<file path="src/rtl/pll_seq_pkg.sv">
package pll_seq_pkg;
    // Control register bit positions
    localparam int CB_BYP     = 31;
    localparam int CB_LOSS    = 16;
    localparam int CB_EN      = 15;
    localparam int CB_INT_BYP = 8;
    localparam int CB_QUAD    = 5;
    localparam int CB_POST    = 4;
    localparam int CB_DSM     = 1;
    localparam int CB_DAC     = 0;
    // Status / calibration bit positions
    localparam int STAT_LOCK  = 0;
    localparam int CAL_LOCK   = 31;
    localparam int CAL_NOBYP  = 15;
    localparam logic [31:0] KEY0 = 32'h68EF_3490;

    typedef enum logic [4:0] {
        S_IDLE, S_KEY0, S_KEY1, S_CTRL_RD, S_BYP_SET, S_DIS_WR,
        S_CFG_RD, S_DIV_RD, S_INT_WR, S_FRAC_WR, S_DIV_WR, S_CTRL_WR,
        S_CALQ_RD, S_CAL1_WR, S_CAL2_WR, S_CALOFF_WR, S_CALOFF_POLL,
        S_EN_WR, S_WAIT, S_LOCK_POLL, S_CALEN_RD, S_CLOCK_POLL,
        S_REL_WR, S_FIN
    } seq_state_t;
endpackage

</file>
<file path="src/rtl/pll_seq_count.sv">
module pll_seq_count #(
    parameter int W = 8
) (
    input  logic         clk,
    input  logic         rst_n,
    input  logic         clr,
    input  logic         inc,
    output logic [W-1:0] cnt
);
    always_ff @(posedge clk or negedge rst_n) begin
        if (!rst_n)   cnt <= '0;
        else if (clr) cnt <= '0;
        else if (inc) cnt <= cnt + 1'b1;
    end
endmodule

</file>
<file path="src/rtl/pll_seq_words.sv">
module pll_seq_words
    import pll_seq_pkg::*;
#(
    parameter int FAST_BIT = 30
) (
    input  logic [31:0] ctrl_old,
    input  logic [1:0]  pll_type,
    input  logic        frac_nz,
    input  logic [31:0] cal_old,
    output logic [31:0] ctrl_cfg,
    output logic [31:0] cal_step1
);
    always_comb begin
        ctrl_cfg             = ctrl_old;
        ctrl_cfg[CB_INT_BYP] = 1'b0;
        ctrl_cfg[CB_QUAD]    = 1'b0;
        ctrl_cfg[CB_POST]    = 1'b1;
        ctrl_cfg[CB_LOSS]    = 1'b1;
        if (pll_type == 2'd0) begin
            ctrl_cfg[CB_DSM] = 1'b1;
            ctrl_cfg[CB_DAC] = 1'b1;
        end else if (pll_type == 2'd1) begin
            ctrl_cfg[CB_DSM] = frac_nz;
            ctrl_cfg[CB_DAC] = frac_nz;
        end

        cal_step1            = cal_old;
        cal_step1[FAST_BIT]  = 1'b1;
        cal_step1[CAL_NOBYP] = 1'b0;
        cal_step1[18:16]     = 3'd2;
        cal_step1[11:0]      = 12'd0;
    end
endmodule

</file>
<file path="src/rtl/pll_seq.sv">
module pll_seq
    import pll_seq_pkg::*;
#(
    parameter int AW         = 12,
    parameter int REF_W      = 6,
    parameter int US_CYCLES  = 100,
    parameter int LOCK_TRIES = 15000,
    parameter int CAL_TRIES  = 435000,
    parameter int CALEN_BIT  = 31,
    parameter int FAST_BIT   = 30,
    parameter logic [31:0]   KEY1     = 32'hD172_BC5A,
    parameter logic [AW-1:0] OFS_KEY0 = 'h010,
    parameter logic [AW-1:0] OFS_KEY1 = 'h014,
    parameter logic [AW-1:0] OFS_CFG  = 'h008,
    parameter logic [AW-1:0] OFS_CTRL = 'h020,
    parameter logic [AW-1:0] OFS_STAT = 'h024,
    parameter logic [AW-1:0] OFS_INT  = 'h030,
    parameter logic [AW-1:0] OFS_FRAC = 'h034,
    parameter logic [AW-1:0] OFS_DIV  = 'h038,
    parameter logic [AW-1:0] OFS_CALC = 'h060,
    parameter logic [AW-1:0] OFS_CALS = 'h064
) (
    input  logic             clk,
    input  logic             rst_n,
    input  logic             start,
    input  logic [11:0]      fb_int,
    input  logic [23:0]      fb_frac,
    input  logic [REF_W-1:0] ref_div,
    input  logic             bypass_only,
    output logic [AW-1:0]    bus_addr,
    output logic [31:0]      bus_wdata,
    output logic             bus_we,
    output logic             bus_re,
    input  logic [31:0]      bus_rdata,
    input  logic             bus_ready,
    output logic             busy,
    output logic             done,
    output logic             fail
);
    localparam int MAX_A = (LOCK_TRIES > CAL_TRIES) ? LOCK_TRIES : CAL_TRIES;
    localparam int MAX_C = (MAX_A > US_CYCLES) ? MAX_A : US_CYCLES;
    localparam int CW    = $clog2(MAX_C + 1);
    localparam logic [31:0] M_BYP = 32'h1 << CB_BYP;
    localparam logic [31:0] M_EN  = 32'h1 << CB_EN;
    localparam logic [31:0] M_CAL = 32'h1 << CALEN_BIT;

    seq_state_t st, nxt, ret_q, ret_d;
    logic [11:0]      int_q;
    logic [23:0]      frac_q;
    logic [REF_W-1:0] ref_q;
    logic             byp_only_q, recov_q, err_q;
    logic [1:0]       type_q;
    logic [31:0]      ctrl_q, cal_q, ctrl_cfg, cal_step1;
    logic [31:REF_W]  div_hi_q;
    logic [CW-1:0]    cnt;
    logic             cnt_clr, cnt_inc, frac_nz, cal_int;
    seq_state_t       dis_tgt;

    assign frac_nz = |frac_q;
    assign cal_int = (type_q == 2'd1) && !frac_nz;
    assign dis_tgt = byp_only_q ? S_FIN : (recov_q ? S_CALQ_RD : S_CFG_RD);

    pll_seq_count #(.W(CW)) i_count (
        .clk(clk), .rst_n(rst_n), .clr(cnt_clr), .inc(cnt_inc), .cnt(cnt)
    );

    pll_seq_words #(.FAST_BIT(FAST_BIT)) i_words (
        .ctrl_old(ctrl_q), .pll_type(type_q), .frac_nz(frac_nz),
        .cal_old(cal_q), .ctrl_cfg(ctrl_cfg), .cal_step1(cal_step1)
    );

    // Next state
    always_comb begin
        nxt     = st;
        ret_d   = ret_q;
        cnt_clr = 1'b0;
        cnt_inc = 1'b0;
        unique case (st)
            S_IDLE:    begin cnt_clr = 1'b1; if (start) nxt = S_KEY0; end
            S_KEY0:    if (bus_ready) nxt = S_KEY1;
            S_KEY1:    if (bus_ready) nxt = S_CTRL_RD;
            S_CTRL_RD: if (bus_ready) begin
                if (!bus_rdata[CB_BYP])    nxt = S_BYP_SET;
                else if (bus_rdata[CB_EN]) nxt = S_DIS_WR;
                else                       nxt = dis_tgt;
            end
            S_BYP_SET: if (bus_ready) nxt = ctrl_q[CB_EN] ? S_DIS_WR : dis_tgt;
            S_DIS_WR:  if (bus_ready) begin nxt = S_WAIT; ret_d = dis_tgt; end
            S_CFG_RD:  if (bus_ready) nxt = S_DIV_RD;
            S_DIV_RD:  if (bus_ready) nxt = S_INT_WR;
            S_INT_WR:  if (bus_ready) nxt = S_FRAC_WR;
            S_FRAC_WR: if (bus_ready) nxt = S_DIV_WR;
            S_DIV_WR:  if (bus_ready) nxt = S_CTRL_WR;
            S_CTRL_WR: if (bus_ready) begin
                if (type_q == 2'd1) nxt = S_CALQ_RD;
                else begin nxt = S_WAIT; ret_d = S_EN_WR; end
            end
            S_CALQ_RD:   if (bus_ready) nxt = (recov_q || frac_nz) ? S_CALOFF_WR : S_CAL1_WR;
            S_CAL1_WR:   if (bus_ready) begin nxt = S_WAIT; ret_d = S_CAL2_WR; end
            S_CAL2_WR:   if (bus_ready) begin nxt = S_WAIT; ret_d = S_EN_WR; end
            S_CALOFF_WR: if (bus_ready) nxt = S_CALOFF_POLL;
            S_CALOFF_POLL:
                if (bus_ready && !bus_rdata[CAL_LOCK]) begin nxt = S_WAIT; ret_d = S_EN_WR; end
            S_EN_WR:   if (bus_ready) begin nxt = S_WAIT; ret_d = S_LOCK_POLL; end
            S_WAIT: begin
                cnt_inc = 1'b1;
                if (cnt == CW'(US_CYCLES - 1)) begin nxt = ret_q; cnt_clr = 1'b1; end
            end
            S_LOCK_POLL: if (bus_ready) begin
                if (bus_rdata[STAT_LOCK]) begin
                    cnt_clr = 1'b1;
                    nxt = (cal_int && !recov_q) ? S_CALEN_RD : S_REL_WR;
                end else if (cnt == CW'(LOCK_TRIES - 1)) begin
                    cnt_clr = 1'b1; nxt = S_FIN;
                end else cnt_inc = 1'b1;
            end
            S_CALEN_RD: if (bus_ready) nxt = bus_rdata[CALEN_BIT] ? S_CLOCK_POLL : S_REL_WR;
            S_CLOCK_POLL: if (bus_ready) begin
                if (bus_rdata[CAL_LOCK]) begin
                    cnt_clr = 1'b1; nxt = S_REL_WR;
                end else if (cnt == CW'(CAL_TRIES - 1)) begin
                    cnt_clr = 1'b1; nxt = S_DIS_WR;
                end else cnt_inc = 1'b1;
            end
            S_REL_WR: if (bus_ready) nxt = S_FIN;
            S_FIN:    nxt = S_IDLE;
            default:  nxt = S_IDLE;
        endcase
    end

    // State register
    always_ff @(posedge clk or negedge rst_n) begin
        if (!rst_n) begin
            st    <= S_IDLE;
            ret_q <= S_IDLE;
        end else begin
            st    <= nxt;
            ret_q <= ret_d;
        end
    end

    // Captured values and shadows
    always_ff @(posedge clk or negedge rst_n) begin
        if (!rst_n) begin
            int_q <= '0; frac_q <= '0; ref_q <= '0; byp_only_q <= 1'b0;
            recov_q <= 1'b0; err_q <= 1'b0; type_q <= '0;
            ctrl_q <= '0; cal_q <= '0; div_hi_q <= '0;
        end else begin
            if (st == S_IDLE && start) begin
                int_q <= fb_int; frac_q <= fb_frac; ref_q <= ref_div;
                byp_only_q <= bypass_only; recov_q <= 1'b0; err_q <= 1'b0;
            end
            if (bus_ready && bus_re) begin
                if (st == S_CTRL_RD) ctrl_q   <= bus_rdata;
                if (st == S_CFG_RD)  type_q   <= bus_rdata[1:0];
                if (st == S_DIV_RD)  div_hi_q <= bus_rdata[31:REF_W];
                if (st == S_CALQ_RD) cal_q    <= bus_rdata;
            end
            if (bus_ready && bus_we && bus_addr == OFS_CTRL) ctrl_q <= bus_wdata;
            if (bus_ready && bus_we && bus_addr == OFS_CALC) cal_q  <= bus_wdata;
            if (st == S_LOCK_POLL && bus_ready && !bus_rdata[STAT_LOCK] &&
                cnt == CW'(LOCK_TRIES - 1)) err_q <= 1'b1;
            if (st == S_CLOCK_POLL && bus_ready && !bus_rdata[CAL_LOCK] &&
                cnt == CW'(CAL_TRIES - 1)) recov_q <= 1'b1;
        end
    end

    // Outputs
    always_comb begin
        bus_addr  = '0;
        bus_wdata = '0;
        bus_we    = 1'b0;
        bus_re    = 1'b0;
        unique case (st)
            S_KEY0:      begin bus_we = 1'b1; bus_addr = OFS_KEY0; bus_wdata = KEY0; end
            S_KEY1:      begin bus_we = 1'b1; bus_addr = OFS_KEY1; bus_wdata = KEY1; end
            S_CTRL_RD:   begin bus_re = 1'b1; bus_addr = OFS_CTRL; end
            S_BYP_SET:   begin bus_we = 1'b1; bus_addr = OFS_CTRL; bus_wdata = ctrl_q | M_BYP; end
            S_DIS_WR:    begin bus_we = 1'b1; bus_addr = OFS_CTRL; bus_wdata = ctrl_q & ~M_EN; end
            S_CFG_RD:    begin bus_re = 1'b1; bus_addr = OFS_CFG; end
            S_DIV_RD:    begin bus_re = 1'b1; bus_addr = OFS_DIV; end
            S_INT_WR:    begin bus_we = 1'b1; bus_addr = OFS_INT;  bus_wdata = {20'd0, int_q}; end
            S_FRAC_WR:   begin bus_we = 1'b1; bus_addr = OFS_FRAC; bus_wdata = {8'd0, frac_q}; end
            S_DIV_WR:    begin bus_we = 1'b1; bus_addr = OFS_DIV;  bus_wdata = {div_hi_q, ref_q}; end
            S_CTRL_WR:   begin bus_we = 1'b1; bus_addr = OFS_CTRL; bus_wdata = ctrl_cfg; end
            S_CALQ_RD,
            S_CALEN_RD:  begin bus_re = 1'b1; bus_addr = OFS_CALC; end
            S_CAL1_WR:   begin bus_we = 1'b1; bus_addr = OFS_CALC; bus_wdata = cal_step1; end
            S_CAL2_WR:   begin bus_we = 1'b1; bus_addr = OFS_CALC; bus_wdata = cal_q | M_CAL; end
            S_CALOFF_WR: begin bus_we = 1'b1; bus_addr = OFS_CALC; bus_wdata = cal_q & ~M_CAL; end
            S_CALOFF_POLL,
            S_CLOCK_POLL: begin bus_re = 1'b1; bus_addr = OFS_CALS; end
            S_EN_WR:     begin bus_we = 1'b1; bus_addr = OFS_CTRL; bus_wdata = ctrl_q | M_EN; end
            S_LOCK_POLL: begin bus_re = 1'b1; bus_addr = OFS_STAT; end
            S_REL_WR:    begin bus_we = 1'b1; bus_addr = OFS_CTRL; bus_wdata = ctrl_q & ~M_BYP; end
            default: ;
        endcase
    end

    assign busy = (st != S_IDLE);
    assign done = (st == S_FIN);
    assign fail = (st == S_FIN) && err_q;

    // Assertions
    a_r12_one_cmd: assert property (@(posedge clk) disable iff (!rst_n)
        !(bus_we && bus_re));
    a_r12_hold_wr: assert property (@(posedge clk) disable iff (!rst_n)
        (bus_we && !bus_ready) |=> (bus_we && $stable(bus_addr) && $stable(bus_wdata)));
    a_r12_hold_rd: assert property (@(posedge clk) disable iff (!rst_n)
        (bus_re && !bus_ready) |=> (bus_re && $stable(bus_addr)));
    a_r13_start_ignored: assert property (@(posedge clk) disable iff (!rst_n)
        (busy && start) |=> ($stable(int_q) && $stable(frac_q) && $stable(ref_q)));
    a_r11_done_pulse: assert property (@(posedge clk) disable iff (!rst_n)
        done |=> !done);
    a_r11_release_when_on: assert property (@(posedge clk) disable iff (!rst_n)
        (bus_we && bus_addr == OFS_CTRL && !bus_wdata[CB_BYP]) |-> ctrl_q[CB_EN]);
    a_r8_fail_in_bypass: assert property (@(posedge clk) disable iff (!rst_n)
        fail |-> ctrl_q[CB_BYP]);
    a_r5_fixed_bits: assert property (@(posedge clk) disable iff (!rst_n)
        (st == S_CTRL_WR && bus_we) |-> (bus_wdata[CB_POST] && bus_wdata[CB_LOSS] &&
                                         !bus_wdata[CB_INT_BYP] && !bus_wdata[CB_QUAD]));
endmodule

</file>
<file path="config.mk">
export PLATFORM = sky130hd
export DESIGN_NAME = pll_seq
export DESIGN_NICKNAME = d
export VERILOG_FILES = /design/src/rtl/pll_seq_pkg.sv /design/src/rtl/pll_seq_count.sv /design/src/rtl/pll_seq_words.sv /design/src/rtl/pll_seq.sv
export SDC_FILE = /design/constraint.sdc
export NUM_CORES = 1
export LEC_CHECK = 0
export BUFFER_PORTS_ARGS = -buffer_cell sky130_fd_sc_hd__buf_2
export CAP_MARGIN = 10
export CORE_UTILIZATION = 58
export DETAILED_ROUTE_END_ITERATION = 7
export PLACE_DENSITY = 0.81
export SLEW_MARGIN = 40
export SYNTH_ARGS = -nofsm -noshare
export SYNTH_HDL_FRONTEND = slang
export SYNTH_SLANG_ARGS = --single-unit
</file>
<file path="constraint.sdc">
create_clock -name clk -period 3.3 [get_ports clk]
set_clock_uncertainty 0.1 [all_clocks]
set_input_delay 0.66 -clock clk [delete_from_list [all_inputs] [get_ports clk]]
set_output_delay 0.66 -clock clk [all_outputs]
set_load 0.05 [all_outputs]
</file>
# ---- Yosys cells after proc, flatten, opt, wreduce, memory -nomap -nowiden
# Index checks and enable logic that the tools add are counted.
dict set report classes {
  reduce_logical 45
  order_cmp 0
  bitwise 0
  n_mux 74
  shifts 0
  mul 0
  n_div 0
  n_eq_ne 56
  add_sub_neg 1
}
# operator n
set op_table {}
lappend op_table {{32-bit one-hot mux with 13 select lines} 1}
lappend op_table {{32-bit two-way mux} 6}
lappend op_table {{5-bit two-way mux} 36}
lappend op_table {{5-bit one-hot mux with 20 select lines} 1}
lappend op_table {{7-bit one-hot mux with 10 select lines} 1}
lappend op_table {{2-bit inequality test, second input constant} 24}
lappend op_table {{5-bit by 4-bit equality test with 1-bit output, second input constant} 8}
lappend op_table {{5-bit equality test, second input constant} 8}
lappend op_table {{19-bit two-way mux} 2}
lappend op_table {{5-bit one-hot mux with 6 select lines} 1}
lappend op_table {{24-bit OR reduction} 1}
lappend op_table {{22-bit AND reduction} 1}
lappend op_table {{5-bit by 3-bit equality test with 1-bit output, second input constant} 4}
lappend op_table {{19-bit by 1-bit adder with 19-bit output, second input constant} 1}
lappend op_table {{19-bit by 14-bit equality test with 1-bit output, second input constant} 1}
lappend op_table {{19-bit equality test, second input constant} 1}
lappend op_table {{19-bit by 7-bit equality test with 1-bit output, second input constant} 1}
lappend op_table {{1-bit two-way mux} 18}
lappend op_table {{1-bit logical AND} 15}
lappend op_table {{2-bit nonzero test} 7}
lappend op_table {{13-bit OR reduction} 1}
lappend op_table {{12-bit by 6-bit equality test with 1-bit output, second input constant} 1}
lappend op_table {{12-bit by 7-bit equality test with 1-bit output, second input constant} 1}
lappend op_table {{5-bit by 2-bit equality test with 1-bit output, second input constant} 2}
lappend op_table {{21 further kinds} 33}
dict set report totals {
  wordCells 189
  in_bits 79
  ram_bits 0
  ff_bits 166
  memories 0
  mem_bits_ro 0
  latchBits 0
  output_inout_bits 49
}

# ---- Depth between registers and ports, before layout
dict set report logic_depth {
  depth_word 8
  ltp_mapped 10
  ltp_nobuf 7
}

# ---- Modules after synthesis
# From an unflattened synthesis, not the netlist that was laid out.
dict set report hier_totals {
  cells_unflattened 997
  hier_area_um2 10582.6
}
# module cells_per_inst seq_area_each_um2 area_each_um2 n_inst
set by_module_without_submodules {}
lappend by_module_without_submodules {pll_seq 827 3653.5 9095.0 1}
lappend by_module_without_submodules {pll_seq_count 101 475.5 984.7 1}
lappend by_module_without_submodules {pll_seq_words 69 0.0 503.0 1}

# ---- Least setup slack after synthesis
# OpenSTA, ideal clock, no wires.
dict set report synth_timing {
  path_type {flip-flop to output port}
  start {register st[2]}
  end {output port bus_addr[5]}
  path_slack_ns -0.383
  path_stages_with_launch 9
  t_arrival_ns 2.923
  path_buffers 5
  required_time_ns 2.540
  cell_sequence {dfrtp_1 -> buf_2 -> buf_2 -> buf_2 -> clkbuf_1 -> buf_2 -> a211oi_1 -> a31o_2 -> a221oi_1}
}
dict set report synth_via {
  elab_chain_len 3
  word_cells_on_any_way 26
  cone_classes {21 x eq/ne; 1 x mux; 4 x reduce/logical}
}
# item line_no
set synth_lines {}
lappend synth_lines {{from (decl)} pll_seq.sv:47} ;# seq_state_t st, nxt, ret_q, ret_d;
lappend synth_lines {{from (signal assigned)} pll_seq.sv:137} ;# st <= nxt;
lappend synth_lines {{5-bit by 2-bit equality test with 1-bit output (tied with other cells)} pll_seq.sv:174} ;# unique case (st)
lappend synth_lines {{6-bit OR reduction (no line) (tied with other cells)} n/a}
lappend synth_lines {{7-bit one-hot mux with 10 select lines *} pll_seq.sv:174}
lappend synth_lines {{to (decl)} pll_seq.sv:30} ;# output logic [AW-1:0] bus_addr,
# Mark *: on every way between the ends. The rest lies on a longest branch, timed or not.

# ---- Worst setup path in the final report
dict set report layout_timing {
  start {register st[4]}
  end {output port bus_wdata[3]}
}
dict set report layout_via {
  elab_chain_len 2
  word_cells_on_any_way 14
  cone_classes {13 x eq/ne; 1 x mux}
}
# item line_no
set layout_lines {}
lappend layout_lines {{5-bit equality test (tied with other cells)} pll_seq.sv:174}
lappend layout_lines {{32-bit one-hot mux with 13 select lines *} pll_seq.sv:174}
lappend layout_lines {{to (decl)} pll_seq.sv:31} ;# output logic [31:0] bus_wdata,
# Marks and branches as above.

==> flow_summary.ini <==
[run_status]
status = complete, but fails checks
violations = design-rule violations

[synthesis]
ys.flop_type = dfrtp_1
synth_common_cells = dfrtp_1 (165), nand2_1 (140), mux2_2 (78)
netlist.area_leader.share = 0.454
ys_ff_latch = 165
synth_most_common_cell = dfrtp_1
synthArstFlopShare = 1.00
ys_types = 70
ys_seq_area_frac = 0.454
synthCells = 958
syn-cell-area_sq_um = 9100
synth_edf_count = 0
yosysTopAreaCell = dfrtp_1
ys_top_cells_by_area = dfrtp_1 (45%), mux2_2 (9.7%), nand2_1 (5.8%)
yosysWarnings = 0
postSynthAreaPerCell_sq_um = 9.50

[grt]
first_global_vias = 8271
grt_usage = 0.351
grt.busiest_layer = met2
grt_use_met3 = 0.0637
grtUsageMet1 = 0.478
grt_max_degree = 61
grt_util_met2 = 0.551
antenna_found_initial = 0
overflow = 0
grt_pass1_wl_um = 43900

[clock_network]
htree_levels = 4
cts.sinks = 165
cts_hold_buf = 0
clk_latency_ps = 430
cts.reportedPaths.clkPinSlew_ps = 70
cts_made_buffers = 17
cts_tree = done
root_buffer = clkbuf_16
cts_max_path_buffers = 2

[worst_setup_path]
cp.required_ps = 2540
start_kind = register
crit_type = reg2out
crit_path_end_kind = output port
arrival_ps = 2500
path_max_fanout = 13

[timing]
holdWs_ps = 123
finalSetupViolations = 0
slew_headroom = 0.477
hold_viol_final = 0
period_needed_ps = 3260
min_period_over_period = 0.988
final_max_slew_viol_count = 0
max_freq_mhz = 307
worstMarginPinSlew_ps = 785
grt_setup_unrepaired = true

[drt]
ant_nets = 0
vias = 8762
drtIter0Drc = 948
route.detailed.drc = 2
wl_per_cell_um = 21.6
drt-pass1-iter-count = 8
drt_wl_total_um = 28300
vias_per_cell = 6.70

[floorplan]
die-area_sq_um = 16200
die_h_um = 127
std_cell_rows = 45
start_util = 0.596
core_area_sq_um = 15300
die_w_um = 127
ios = 128

[final_layout]
final_nets = 1164
syn_to_final_growth_pct = 20.9
antenna_cells = 0
finalInstanceArea_sq_um = 11000
drive_gt1_frac = 0.304
finish.utilization = 0.721

[power]
ir_drop_v = 0.000576
p_per_area_nw_per_um2 = 1070
power.total_mw = 11.8
power.leakage_nw = 5.00

[placement]
io_buffers = 120
dpl.hpwl_um = 17900
place_congestion = 0.985
placed_area_sq_um = 10100

[run]
drv_cap = 0

[hold_path]
hold_path.class = in2async
## layer usage
metal  up-vias  part of all wire
met1      4257              0.40
li1       3794                 -
met2       622              0.47
met5         -                 0
met3        89             0.095
met4         0             0.033
## worst paths after layout
kind                            start         endpoint  slack [ps]  cells past startpoint
max                             st[4]     bus_wdata[3]          40                     10
min                             rst_n       ctrl_q[24]         120                      1
max reg2reg                     st[2]  i_count.cnt[13]         520                      6
min reg2reg                 cal_q[11]        cal_q[11]         390                      2
max in group asynchronous       rst_n        cal_q[21]        2030                      2
min in group clk           fb_int[10]        int_q[10]         360                      2
## placed cells by master, fill, tap and decap left out, drive strengths merged, types with 8 or more instances in the layout
master / instances
buf: 173
dfrtp: 165
nand2: 140
mux2: 78
nor2: 65
a21oi: 58
inv: 41
o21ai: 33
o221ai: 30
a22oi: 29
clkbuf: 24
nand3: 22
a221o: 21
o211ai: 18
nand2b: 14
nor4: 12
a31oi: 11
nand4: 10
o22ai: 9
xnor2: 9
or3: 8
a221oi: 8
nor2b: 8
## state kept, by name, indices dropped and copies added, names as in the netlist
name,count
st,5
ref_q,6
type_q,2
cal_q,32
ret_q,4
int_q,12
ctrl_q,32
i_count.cnt,19
byp_only_q,1
frac_q,24
err_q,1
recov_q,1
div_hi_q,26
## layout make-up
| class | instances | area, sq um |
|---|---|---|
| Sequential cell | 165 | 4130 |
| Inverter | 39 | 146 |
| Fill cell | 1124 | 4250 |
| Timing Repair Buffer | 176 | 1170 |
| Clock buffer | 21 | 460 |
| Multi-Input combinational cell | 685 | 4660 |
| Clock inverter | 11 | 173 |
| Tap cell | 211 | 264 |
## report_power, final
group,leakage [nW],internal (mW),switching [mW]
combinational,2.60,2.20,4.01
clock,0.308,1.31,0.839
sequential,2.10,2.85,0.613
total,5.00,6.36,5.46
## kinds of logic after synthesis
logic type / synth area share
flip-flops: 0.454
AO/OA/AOI/OAI: 0.214
AND/OR/NAND/NOR: 0.164
other: 0.000412
adder cells (fa/ha/maj): 0.00137
XOR/XNOR: 0.0116
buffers and inverters: 0.0557
multiplexers: 0.0987
## metrics by stage
stage,std cells,worst slack (ps),setup TNS (ps)
6_report,1308,39.1,0
5_1_grt,1308,-21.8,-42.1
4_1_cts,1300,9.53,0
3_5_place_dp,1268,264,0
3_3_place_gp,1268,280,0
2_1_floorplan,964,5.69,0
## worst max-delay path, cell delays in order (launching register included)
cell and delay [ps]:
dfrtp_1 430, buf_6 170, buf_4 170, or3_4 370, nor2_4 200, buf_4 190
a221oi_1 60, nand2_1 100, a21oi_2 50, inv_1 70, buf_2 260
## timing repair
action,4_1_cts,5_1_grt
endpoints found under the hold margin,0,0
setup buffers,0,5
setup endpoints to repair,31,27
pin swaps,0,4
resized for setup,9,32
gates cloned,0,3
No activity file was read; power rests on OpenSTA's default activity.
